<file path="src/rtl/sup_rst_pkg.sv">
`timescale 1ns/1ps
// Shared definitions for the supervisory reset controller.
// Assumes timeout lengths are given in microseconds and converted to
// clock cycles at elaboration time.
package sup_rst_pkg;

    localparam longint unsigned TMO_US_SHORT = 64'd1500;
    localparam longint unsigned TMO_US_MID   = 64'd30000;
    localparam longint unsigned TMO_US_LONG  = 64'd150000;

    typedef enum logic [1:0] {
        TMO_DEFAULT = 2'd0,
        TMO_SHORT   = 2'd1,
        TMO_MID     = 2'd2,
        TMO_LONG    = 2'd3
    } tmo_code_e;

    // Convert a duration in microseconds to a cycle count, at least one.
    function automatic longint unsigned us_to_cycles(input longint unsigned clk_hz,
                                                     input longint unsigned us);
        longint unsigned c;
        c = (clk_hz * us) / 64'd1000000;
        if (c == 64'd0) c = 64'd1;
        return c;
    endfunction

endpackage

</file>
<file path="src/rtl/sup_sync.sv">
`timescale 1ns/1ps
// Multi-flop synchronizer for one asynchronous level.
// Assumes STAGES >= 2; the chain resets to RST_VAL so that the
// downstream logic sees an idle level while power-on reset is low.
module sup_sync #(
    parameter int   STAGES  = 2,
    parameter logic RST_VAL = 1'b0
) (
    input  logic clk,
    input  logic por_n,
    input  logic d,
    output logic q
);

    logic [STAGES-1:0] chain;

    // Shift the raw level through the synchronizer chain.
    always_ff @(posedge clk or negedge por_n) begin
        if (!por_n) chain <= {STAGES{RST_VAL}};
        else        chain <= {chain[STAGES-2:0], d};
    end

    assign q = chain[STAGES-1];

endmodule

</file>
<file path="src/rtl/sup_filter.sv">
`timescale 1ns/1ps
// Symmetric qualification filter: the output follows the input only
// after the input has differed from it on HOLD consecutive edges.
// Shorter excursions are discarded. Assumes HOLD >= 1.
module sup_filter #(
    parameter int   HOLD    = 4,
    parameter logic RST_VAL = 1'b0
) (
    input  logic clk,
    input  logic por_n,
    input  logic d,
    output logic q
);

    localparam int CW = (HOLD < 2) ? 1 : $clog2(HOLD);
    localparam logic [CW-1:0] LAST = CW'(HOLD - 1);

    logic [CW-1:0] run;

    // Count edges of disagreement and flip the output at the limit.
    always_ff @(posedge clk or negedge por_n) begin
        if (!por_n) begin
            q   <= RST_VAL;
            run <= '0;
        end else if (d == q) begin
            run <= '0;
        end else if (run == LAST) begin
            q   <= d;
            run <= '0;
        end else begin
            run <= run + CW'(1);
        end
    end

endmodule

</file>
<file path="src/rtl/sup_timer.sv">
`timescale 1ns/1ps
// Reset hold timer. Holds reset while a request is present and for a
// selected number of quiet cycles afterwards. Assumes every limit is at
// least 1 and fits in CW bits. The select code is captured only while a
// request is present or on the first edge after power-on reset.
module sup_timer
    import sup_rst_pkg::*;
#(
    parameter int CW   = 12,
    parameter int LIM1 = 30,
    parameter int LIM2 = 600,
    parameter int LIM3 = 3000
) (
    input  logic       clk,
    input  logic       por_n,
    input  logic       req,
    input  logic [1:0] sel,
    output logic       active
);

    tmo_code_e     sel_q;
    logic          fresh;
    logic [CW-1:0] cnt;
    logic [CW-1:0] limit;

    // Translate the captured select code into a cycle limit.
    always_comb begin
        case (sel_q)
            TMO_MID:  limit = CW'(LIM2);
            TMO_LONG: limit = CW'(LIM3);
            default:  limit = CW'(LIM1);
        endcase
    end

    // Capture the select code, hold reset on requests, count the quiet time.
    always_ff @(posedge clk or negedge por_n) begin
        if (!por_n) begin
            active <= 1'b1;
            cnt    <= '0;
            sel_q  <= TMO_LONG;
            fresh  <= 1'b1;
        end else begin
            fresh <= 1'b0;
            if (req || fresh) sel_q <= tmo_code_e'(sel);
            if (req || fresh) begin
                active <= 1'b1;
                cnt    <= '0;
            end else if (active) begin
                if (cnt == limit - CW'(1)) begin
                    active <= 1'b0;
                    cnt    <= '0;
                end else begin
                    cnt <= cnt + CW'(1);
                end
            end
        end
    end

endmodule

</file>
<file path="src/rtl/sup_reset_ctrl.sv">
`timescale 1ns/1ps
// Supervisory reset timing controller (top).
// Synchronizes and filters the undervoltage flag and the active-low
// manual request, ORs them, and holds reset for a coded timeout after
// both clear. Assumes CLK_HZ is the real clock frequency; timeouts use
// nominal durations. Drives active-high, active-low and open-drain
// enable views of the same reset.
module sup_reset_ctrl
    import sup_rst_pkg::*;
#(
    parameter longint unsigned CLK_HZ  = 100_000_000,
    parameter int              MR_HOLD = 8,
    parameter int              UV_HOLD = 16,
    parameter int              STAGES  = 2
) (
    input  logic       clk,
    input  logic       por_n,
    input  logic       uv_flag,
    input  logic       mr_n,
    input  logic [1:0] tmo_sel,
    output logic       rst_out,
    output logic       rst_out_n,
    output logic       rst_od_en
);

    localparam longint unsigned LIM_S = us_to_cycles(CLK_HZ, TMO_US_SHORT);
    localparam longint unsigned LIM_M = us_to_cycles(CLK_HZ, TMO_US_MID);
    localparam longint unsigned LIM_L = us_to_cycles(CLK_HZ, TMO_US_LONG);
    localparam int              TCW   = $clog2(LIM_L + 1);

    logic mr_s, uv_s;
    logic mr_q, uv_q;
    logic cond;
    logic hold;

    sup_sync #(.STAGES(STAGES), .RST_VAL(1'b1)) u_mr_sync (
        .clk(clk), .por_n(por_n), .d(mr_n), .q(mr_s)
    );
    sup_sync #(.STAGES(STAGES), .RST_VAL(1'b0)) u_uv_sync (
        .clk(clk), .por_n(por_n), .d(uv_flag), .q(uv_s)
    );

    sup_filter #(.HOLD(MR_HOLD), .RST_VAL(1'b1)) u_mr_filt (
        .clk(clk), .por_n(por_n), .d(mr_s), .q(mr_q)
    );
    sup_filter #(.HOLD(UV_HOLD), .RST_VAL(1'b0)) u_uv_filt (
        .clk(clk), .por_n(por_n), .d(uv_s), .q(uv_q)
    );

    // Either qualified request holds the system in reset.
    assign cond = uv_q | ~mr_q;

    sup_timer #(
        .CW(TCW), .LIM1(int'(LIM_S)), .LIM2(int'(LIM_M)), .LIM3(int'(LIM_L))
    ) u_timer (
        .clk(clk), .por_n(por_n), .req(cond), .sel(tmo_sel), .active(hold)
    );

    assign rst_out   = hold;
    assign rst_out_n = ~hold;
    assign rst_od_en = hold;

endmodule

</file>
<file path="config.mk">
export PLATFORM = sky130hd
export DESIGN_NAME = sup_reset_ctrl
export DESIGN_NICKNAME = d
export VERILOG_FILES = /design/src/rtl/sup_rst_pkg.sv /design/src/rtl/sup_sync.sv /design/src/rtl/sup_filter.sv /design/src/rtl/sup_timer.sv /design/src/rtl/sup_reset_ctrl.sv
export SDC_FILE = /design/constraint.sdc
export NUM_CORES = 1
export LEC_CHECK = 0
export BUFFER_PORTS_ARGS = -buffer_cell sky130_fd_sc_hd__clkbuf_2
export CELL_PAD_IN_SITES_DETAIL_PLACEMENT = 1
export CELL_PAD_IN_SITES_GLOBAL_PLACEMENT = 1
export CORE_MARGIN = 1.5
export CORE_UTILIZATION = 52
export CTS_CLUSTER_DIAMETER = 30
export DETAILED_ROUTE_END_ITERATION = 16
export GPL_TIMING_DRIVEN = 0
export PLACE_DENSITY_LB_ADDON = 0.1
export SYNTH_ARGS = -nofsm -noshare
export SYNTH_HDL_FRONTEND = slang
export SYNTH_SLANG_ARGS = --single-unit
</file>
<file path="constraint.sdc">
create_clock -name clk -period 3.2 [get_ports clk]
set_input_delay 0.32 -clock clk [delete_from_list [all_inputs] [get_ports clk]]
set_output_delay 0.32 -clock clk [all_outputs]
set_load 0.05 [all_outputs]
</file>
* Yosys cells after proc, flatten, opt, wreduce, memory -nomap -nowiden *
Cells that the tools add are included.

storage, ports and cells
  bits in registers = 41
  bits of input ports = 6
  output and inout bits = 3
  logic and storage cells = 41

operators by class
  add/sub/neg operators = 4
  equal/unequal tests = 7
  mux-type cells = 11
  bitwise gates (word level) = 5
  reduce and logical (&&, ||, !) cells = 4

operator list
  cell                                                 number
  2-to-1 mux 24 bit                                    3
  one-hot mux 24 bit (2 select lines)                  1
  adder 24 x 1 -> 24 bit (second input constant)       1
  equality test 24 bit                                 1
  subtractor 24 x 1 -> 24 bit (second input constant)  1
  2-to-1 mux 4 bit                                     2
  2-to-1 mux 3 bit                                     2
  adder 4 x 1 -> 4 bit (second input constant)         1
  equality test 2 bit (second input constant)          2
  equality test 4 bit (second input constant)          1
  inverter 1 bit                                       4
  AND reduction 2 bit                                  2
  adder 3 x 1 -> 3 bit (second input constant)         1
  equality test 3 bit (second input constant)          1
  2-to-1 mux 1 bit                                     3
  equality test 1 bit                                  2
  nonzero test 2 bit                                   1
  logical OR 1 bit                                     1
  bitwise OR 1 bit                                     1

* Longest topological paths before layout *
Gate-level depths: netlist (run 1).

  depth after elaboration = 7
  gate-level depth with buffers = 9
  depth with buffers taken out = 7

* By module *
Synthesis (run 1) repeated with hierarchy kept, for this count alone.

second synthesis, totals
  cells, all modules = 198
  area, all modules = 2104.5 µm²

modules (own cells, without submodules)
  module                   instances  cells each  area an instance (µm²)  seq. area each (µm²)
  sup_timer                1          162         1582.8                  705.7
  sup_filter at u_uv_filt  1          18          230.2                   125.1
  sup_filter at u_mr_filt  1          11          171.4                   101.3
  sup_sync at u_mr_sync    1          2           52.6                    52.6
  sup_sync at u_uv_sync    1          2           50.0                    50.0
  sup_reset_ctrl           1          3           17.5                    0.0

* Worst setup path after synthesis (run 1) *
OpenSTA, ideal clock, no wires.

  path type = flip-flop to flip-flop
  start point = register u_timer.cnt[16]
  end point = register u_timer.cnt[15]
  setup time = 0.132 ns
  data arrival time = 1.857 ns
  required time = 3.068 ns
  slack = 1.211 ns
  cell stages (with the launch flop) = 10
  buffers on the path = 3
  clock period less this slack = 1.989 ns
  cells stage by stage = dfrtp_1 -> buf_6 -> or4b_1 -> nor3_2 -> a31oi_1 -> o31a_1 -> buf_6 -> buf_6 -> a31oi_1 -> o31ai_1

on the way
  longest elaborated chain between the ends = 4

RTL lines
  item                    line             source
  start, declared         sup_timer.sv:23  logic [CW-1:0] cnt;
  start signal, assigned  sup_timer.sv:53  cnt <= cnt + CW'(1);
  equality test 24 bit    sup_timer.sv:49  if (cnt == limit - CW'(1)) begin
  2-to-1 mux 24 bit       sup_timer.sv:49
  2-to-1 mux 24 bit       sup_timer.sv:48  end else if (active) begin
  2-to-1 mux 24 bit       sup_timer.sv:45  if (req || fresh) begin

Every way passes these cells. The select of a mux whose other input is x is not followed.
A chain may end at the register's enable or synchronous reset.

* Final worst setup path (run 1) *
  start point = register u_timer.cnt[0]
  end point = register u_timer.cnt[10]

on the way
  longest elaborated chain between the ends = 4
  elaborated cells between the ends (all ways) = 5
  those cells by class = 1 x add/sub; 1 x eq/ne; 3 x mux

RTL lines
  item                                                                   line
  adder 24 x 1 -> 24 bit / equality test 24 bit (equally long branches)  sup_timer.sv:53, sup_timer.sv:49
  2-to-1 mux 24 bit (*)                                                  sup_timer.sv:49
  2-to-1 mux 24 bit (*)                                                  sup_timer.sv:48
  2-to-1 mux 24 bit (*)                                                  sup_timer.sv:45

Mark *: on every way between the ends. The rest lies on a longest branch, timed or not. The select of a mux whose other input is x is not followed.

==> metrics.md, run 1 <==
| Metric | Value |
|---|---|
| Status | `complete, no violations` |
| Number of synthesis warnings | `0` |
| Max cap viols | `0` |
| Power per cell area | `489 mW/mm2` |
| Peak VDD IR | `216 uV` |
| Crit-path slowest cell | `dfrtp_1` |
| Sequential share of the synthesized area | `0.472` |
| Final-report max-slew violation count | `0` |
| Relative slew slack | `0.312` |
| Most common cell after layout, fill and taps aside | `dfrtp_1` |
| Rows | `23` |
| Detailed placer's ending HPWL | `3950 um` |
| Post-Route Setup TNS | `0 ns` |
| Final setup margin | `0.815 ns` |
| Hold crit path type | `in2reg` |
| Initial antenna violation count | `0` |
| WP data arrival | `2.54 ns` |
| Most frequent cells in the layout | `dfrtp_1 (34), nand3_1 (26), nand2_1 (23)` |
| Final nets | `246` |
| Clock net sink count | `41` |
| Cells along the critical path | `ha_1, nand3_1, nor4_1, o221ai_1, o31a_1, nand2_1, buf_2, o311ai_0` |
| Fin area | `0.00241 mm2` |
| Routability cong. | `0.868` |
| DRT Pass-1 Iters | `4` |
| Leak | `1.01 nW` |
| DRT iter0 DRCs | `114` |
| Max stage delay on crit path | `0.42 ns` |
| Synthesized netlist net count | `231` |
| Grt total ovfl | `0` |
| Crit end category | `register` |
| Max Freq | `0.419 GHz` |
| Post-synth cell types | `48` |
| Vias/cell | `6.43` |
| Dominant synthesized flop cell | `dfrtp_1` |
| Worst Setup Path Type | `reg2reg` |
| DRC viols | `0` |
| Vias | `1844` |
| Synth area leaders | `dfrtp_1 (39%), dfstp_2 (8.4%), nand3_1 (5.9%)` |
| First-pass GRT wire length | `9340 um` |
| Initial cell density of the core | `0.544` |
| WL/cell | `18.9 um` |
| Startpoint Class | `register` |
| Post-Place Setup Slack | `0.869 ns` |
| Area delta synth->final | `10.2%` |
| Bufs on Longest Clock Path | `2` |
| Worst-Margin Slew | `1.03 ns` |
| Final Cycle Share | `0.745` |
| Drt total wl | `5420 um` |
| Largest net degree at the start of global routing | `42` |
| Synth Instances | `221` |
| Synth top area share | `0.388` |
| Port buffer count | `8` |
| Final Total Pwr | `0.00118 W` |
| CP top delay family | `compound AO/OA/AOI/OAI gates` |
| Post-CTS resize count | `0` |
| Syn Area/Cell | `9.92 um2` |
| Vias in the first global route | `1943` |
| Root Buffer | `clkbuf_8` |
| #FFs+latches synth | `41` |
| Htree depth | `2` |
| Post-synth ARST share | `1.00` |
| Final hold slack | `0.102 ns` |
| Final hold vios | `0` |
| Antenna Nets Post-Route | `0` |
| Count of buffer and inverter cells on the critical path | `1` |
| Clk_skew | `0.00133 ns` |
| Leading area contributor after synthesis | `dfrtp_1` |
| Post-layout min period | `2.39 ns` |
| Share of cells above drive strength 1 | `0.181` |
| Reg clk slew, reported paths | `0.08 ns` |
| Worst-Skew Late Latency | `0.29 ns` |
| Die area | `0.00461 mm2` |
| Die W | `67.9 um` |
| Io pins | `9` |
| Die H | `67.9 um` |
| Post-synthesis instance area | `0.00219 mm2` |
| Core area | `0.00403 mm2` |
| Post-CTS setup repair buffer count | `0` |
| CTS buffer count | `5` |
| Placed Area | `0.00229 mm2` |
| Unrepaired setup endpoints after global routing | `false` |
| CTS tree | `built` |
| Hold buffers post-CTS | `0` |
| CP Max Fanout | `10` |
| Antenna cell count | `0` |
| Number of flops mapped to enable cells by yosys | `0` |
| Layout fillers | `454` |
| Tot GR Track Use | `0.272` |
| Worst path required time | `3.35 ns` |
| Setup-failing EPs final | `0` |
-- registers in the layout (all words and copies together), names as in the netlist --
register         cells
u_timer.active       1
u_timer.cnt         24
u_uv_sync.chain      2
u_timer.fresh        1
u_mr_filt.run        3
u_mr_sync.chain      2
u_uv_filt.run        4
u_mr_filt.q          1
u_timer.sel_q        2
u_uv_filt.q          1
-- per-stage QoR --
step,util,cells
2_1_floorplan,-,221
3_3_place_gp,0.570,279
3_5_place_dp,0.570,279
4_1_cts,0.599,287
5_1_grt,0.599,287
6_report,0.599,287
-- cells by family after synthesis --
family	after synthesis	synth area share
buffers and inverters	20	0.0525
other	1	0.00171
multiplexers	4	0.0205
XOR/XNOR	4	0.0160
flip-flops	41	0.472
adder cells (fa/ha/maj)	4	0.0228
AND/OR/NAND/NOR	103	0.265
AO/OA/AOI/OAI	44	0.149
-- synth_stat cells (all sizes together), types with 5 or more instances --
library cell and instances:
buf 11, dfrtp 34, clkbuf 6, dfstp 7, nand2 24, nor2 5, o311ai 10, and2 6
a31oi 8, nand3 26, o31ai 10, nand4 5, o211ai 5, and3 12
-- per-layer routing --
layer	vias to the layer above	global-route usage	wire length (um)
li1	870	-	-
met1	930	0.357	2440
met2	35	0.461	2740
met3	9	0.0493	181
met4	0	0.0775	61
met5	-	0	0
-- worst paths after layout --
check                                      to                from  slack [ns]  cells after the start
setup reg to reg              u_timer.cnt[10]      u_timer.cnt[0]        0.81                      8
max in group asynchronous     u_timer.cnt[11]               por_n        2.38                      1
setup / recovery              u_timer.cnt[10]      u_timer.cnt[0]        0.81                      8
min in group asynchronous    u_mr_filt.run[0]               por_n        0.20                      1
hold / removal             u_mr_sync.chain[0]                mr_n        0.10                      1
hold reg to reg            u_uv_sync.chain[1]  u_uv_sync.chain[0]        0.35                      0
-- area by class of cell --
class | count | area, um2 | area share
Buffer | 17 | 104 | 0.0430
Multi-Input combinational cell | 160 | 1040 | 0.432
Sequential cell | 41 | 1030 | 0.428
Clock inverter | 2 | 37.5 | 0.0155
Timing Repair Buffer | 8 | 40.0 | 0.0166
Inverter | 3 | 11.3 | 0.00466
Tap cell | 50 | 62.6 | 0.0259
Clock buffer | 6 | 82.6 | 0.0342
-- report_power, final --
| part | internal (W) | switching [W] |
|---|---|---|
| sequential | 0.000559 | 0.0000219 |
| combinational | 0.0000604 | 0.000104 |
| clock | 0.000254 | 0.000181 |
| total | 0.000873 | 0.000307 |
Power figures use the tool's default switching activity.
==> run 2: changes to the inputs <==
--- a/config.mk
+++ b/config.mk
@@ -9,7 +9,7 @@
 export CELL_PAD_IN_SITES_DETAIL_PLACEMENT = 1
 export CELL_PAD_IN_SITES_GLOBAL_PLACEMENT = 1
 export CORE_MARGIN = 1.5
-export CORE_UTILIZATION = 52
+export CORE_UTILIZATION = 48
 export CTS_CLUSTER_DIAMETER = 30
 export DETAILED_ROUTE_END_ITERATION = 16
 export GPL_TIMING_DRIVEN = 0
==> constraint.sdc (replaced) <==
create_clock -name clk -period 2.26 [get_ports clk]
set_input_delay 0.226 -clock clk [delete_from_list [all_inputs] [get_ports clk]]
set_output_delay 0.226 -clock clk [all_outputs]
set_load 0.05 [all_outputs]
==> run 2 against run 1 <==
  * Via count decreased by 1.4%
  * Worst hold slack got worse by 0.082 ns
  * Die area up 8.0%
  * Combinational power is 76% higher
  * Worst setup slack got worse by 0.79 ns
  * Sequential power increased by 43%
  * Critical endpoint is now u_timer.cnt[19]
==> metrics.md, run 2 (synthesis results as in run 1) <==
| Metric | Value |
|---|---|
| Comb pwr share | `0.169 (+0.030)` |
| WL/cell | `19.9 um (+5.6%)` |
| Worst path required time | `2.45 ns (-0.90 ns)` |
| Vias in the first global route | `1970 (+1.4%)` |
| Max Freq | `0.447 GHz (+6.5%)` |
| Relative slew slack | `0.322 (+0.0101)` |
| Worst-Margin Slew | `1.02 ns (-0.0151 ns)` |
| Most frequent cells in the layout | `dfrtp_1 (34), nand3_1 (25), nand2_1 (23)` |
| Status | `complete, no violations` |
| First-pass GRT wire length | `9920 um (+6.3%)` |
| Unrepaired setup endpoints after global routing | `true` |
| Worst Setup Path Type | `reg2reg` |
| CTS tree | `built` |
| Hold crit path type | `in2reg` |
| Max stage delay on crit path | `0.63 ns (+0.21 ns)` |
| Tot GR Track Use | `0.252 (-0.0204)` |
| Sequential Area | `0.00103 mm2 (unchanged)` |
| Initial antenna violation count | `0 (unchanged)` |
| DRT Pass-1 Iters | `4 (unchanged)` |
| Crit-path most repeated cell | `buf_4` |
| Max cap viols | `0 (unchanged)` |
| DRC viols | `0 (unchanged)` |
| Root Buffer | `clkbuf_8` |
| Final nets | `250 (+1.6%)` |
| Grt total ovfl | `0 (unchanged)` |
| Share of cells above drive strength 1 | `0.224 (+0.0426)` |
| Final Cycle Share | `0.991 (+0.245)` |
| Largest net degree at the start of global routing | `42 (unchanged)` |
| Placed Area | `0.00230 mm2 (+0.11%)` |
| Rows | `24 (+4.3%)` |
| Antenna cell count | `0 (unchanged)` |
| Leak | `1.06 nW (+5.0%)` |
| Post-Route Setup TNS | `0 ns (unchanged)` |
| Cells along the critical path | `buf_4, nor2b_4, nor3_2, a31oi_1, o31a_1, nand2_1, buf_4, o31ai_1` |
| Die H | `70.6 um (+3.9%)` |
| Initial cell density of the core | `0.500 (-0.0441)` |
| Io pins | `9 (unchanged)` |
| Bufs on Longest Clock Path | `2 (unchanged)` |
| Peak VDD IR | `329 uV (+52%)` |
| Clock share of power | `0.344 (-0.025)` |
| Post-layout min period | `2.24 ns (-0.146 ns)` |
| Biggest regs | `u_timer.cnt: 24 flops, u_uv_filt.run: 4 flops, u_mr_filt.run: 3 flops` |
| Die W | `70.6 um (+3.9%)` |
| Hold buffers post-CTS | `0 (unchanged)` |
| Startpoint Class | `register` |
| Port buffer count | `8 (unchanged)` |
| Final hold vios | `0 (unchanged)` |
| Reg clk slew, reported paths | `0.08 ns (about the same)` |
| Sequential Power Share | `0.487 (-0.005)` |
| Top reg by flops | `u_timer.cnt` |
| CTS buffer count | `5 (unchanged)` |
| Drt total wl | `5850 um (+7.8%)` |
| CP Max Fanout | `10 (unchanged)` |
| Setup-failing EPs final | `0 (unchanged)` |
| Vias | `1818 (-1.4%)` |
| Routability cong. | `0.875 (+0.86%)` |
| Layout fillers | `492 (+8.4%)` |
| Register-to-register setup slack | `0.02 ns (-0.79 ns)` |
| Clock net sink count | `41 (unchanged)` |
| Antenna Nets Post-Route | `0 (unchanged)` |
| DRT iter0 DRCs | `93 (-18%)` |
| Detailed placer's ending HPWL | `4010 um (+1.6%)` |
| Final-report max-slew violation count | `0 (unchanged)` |
| WP data arrival | `2.42 ns (-0.12 ns)` |
| Core area | `0.00438 mm2 (+8.8%)` |
| Power Internal | `0.00125 W (+43%)` |
| Worst-Skew Late Latency | `0.30 ns (about the same)` |
| Switching power | `0.000451 W (+47%)` |
| Die area | `0.00498 mm2 (+8.0%)` |
| CP top delay family | `compound AO/OA/AOI/OAI gates` |
| Net Sw Frac | `0.265 (+0.00508)` |
| Htree depth | `2 (unchanged)` |
| Area of the multi-input gates | `0.00108 mm2 (+4.0%)` |
| Vias/cell | `6.20 (-3.4%)` |
| Crit end category | `register` |
| Count of buffer and inverter cells on the critical path | `2 (+1)` |
| Crit-path slowest cell | `dfstp_2` |
| Max reg flops | `24 (unchanged)` |
| Power per cell area | `678 mW/mm2 (+39%)` |
| Fin area | `0.00251 mm2 (+3.9%)` |
| Clk_skew | `0.0109 ns (+0.00956 ns)` |
| Area delta synth->final | `14.5%` |
| Most common cell after layout, fill and taps aside | `dfrtp_1` |
[run 2: power groups by stage]
stage / sequential [W] / combinational, W / clock (W)
4_1_cts: 0.000823 / 0.000250 / 0.000594
6_report: 0.000829 / 0.000288 / 0.000585
2_1_floorplan: 0.000827 / 0.000154 / 0
3_5_place_dp: 0.000838 / 0.000235 / 0
3_3_place_gp: 0.000833 / 0.000219 / 0
5_1_grt: 0.000837 / 0.000320 / 0.000620
[run 2: per-stage QoR]
stage / std cells / utilization / hold slack [ns] / total power [W] / worst slack [ns]
final: 293 / 0.572 / 0.0203 / 0.00170 / 0.0211
after global routing: 293 / 0.572 / 0.00509 / 0.00178 / -0.0472
after CTS: 291 / 0.555 / 0.00950 / 0.00167 / 0.000595
after detailed placement: 281 / 0.524 / 0.320 / 0.00107 / -0.166
after global placement: 281 / 0.524 / 0.318 / 0.00105 / -0.0617
after floorplan: 221 / - / -0.0696 / 0.000981 / 0.271
[run 2: layer usage]
metal	global-route usage	wire [um]	up-vias
li1	-	-	870
met2	0.429	2950	23
met4	0.0629	63	0
met3	0.0399	139	7
met1	0.340	2690	918
met5	0	0	-
[run 2: what timing repair did]
item | CTS | global route
pin swaps | 1 | 1
resized for setup | 5 | 15
endpoints found under the setup margin | 17 | 20
gates cloned | 0 | 0
buffers inserted | 2 | 5
[run 2: path summary, 6_finish.rpt]
kind / startpoint / end / cells past startpoint
setup / recovery: u_timer.sel_q[1] / u_timer.cnt[19] / 8
hold / removal: mr_n / u_mr_sync.chain[0] / 1
setup reg to reg: u_timer.sel_q[1] / u_timer.cnt[19] / 8
hold reg to reg: u_uv_sync.chain[0] / u_uv_sync.chain[1] / 0
max in group asynchronous: por_n / u_timer.cnt[9] / 1
min in group asynchronous: por_n / u_uv_filt.q / 1
[run 2: area by class of cell]
| type | instances | share of cell area |
|---|---|---|
| Buffer | 14 | 0.0409 |
| Clock buffer | 6 | 0.0289 |
| Clock inverter | 2 | 0.0140 |
| Inverter | 3 | 0.00449 |
| Multi-Input combinational cell | 160 | 0.432 |
| Sequential cell | 41 | 0.412 |
| Tap cell | 52 | 0.0259 |
| Timing Repair Buffer | 15 | 0.0419 |
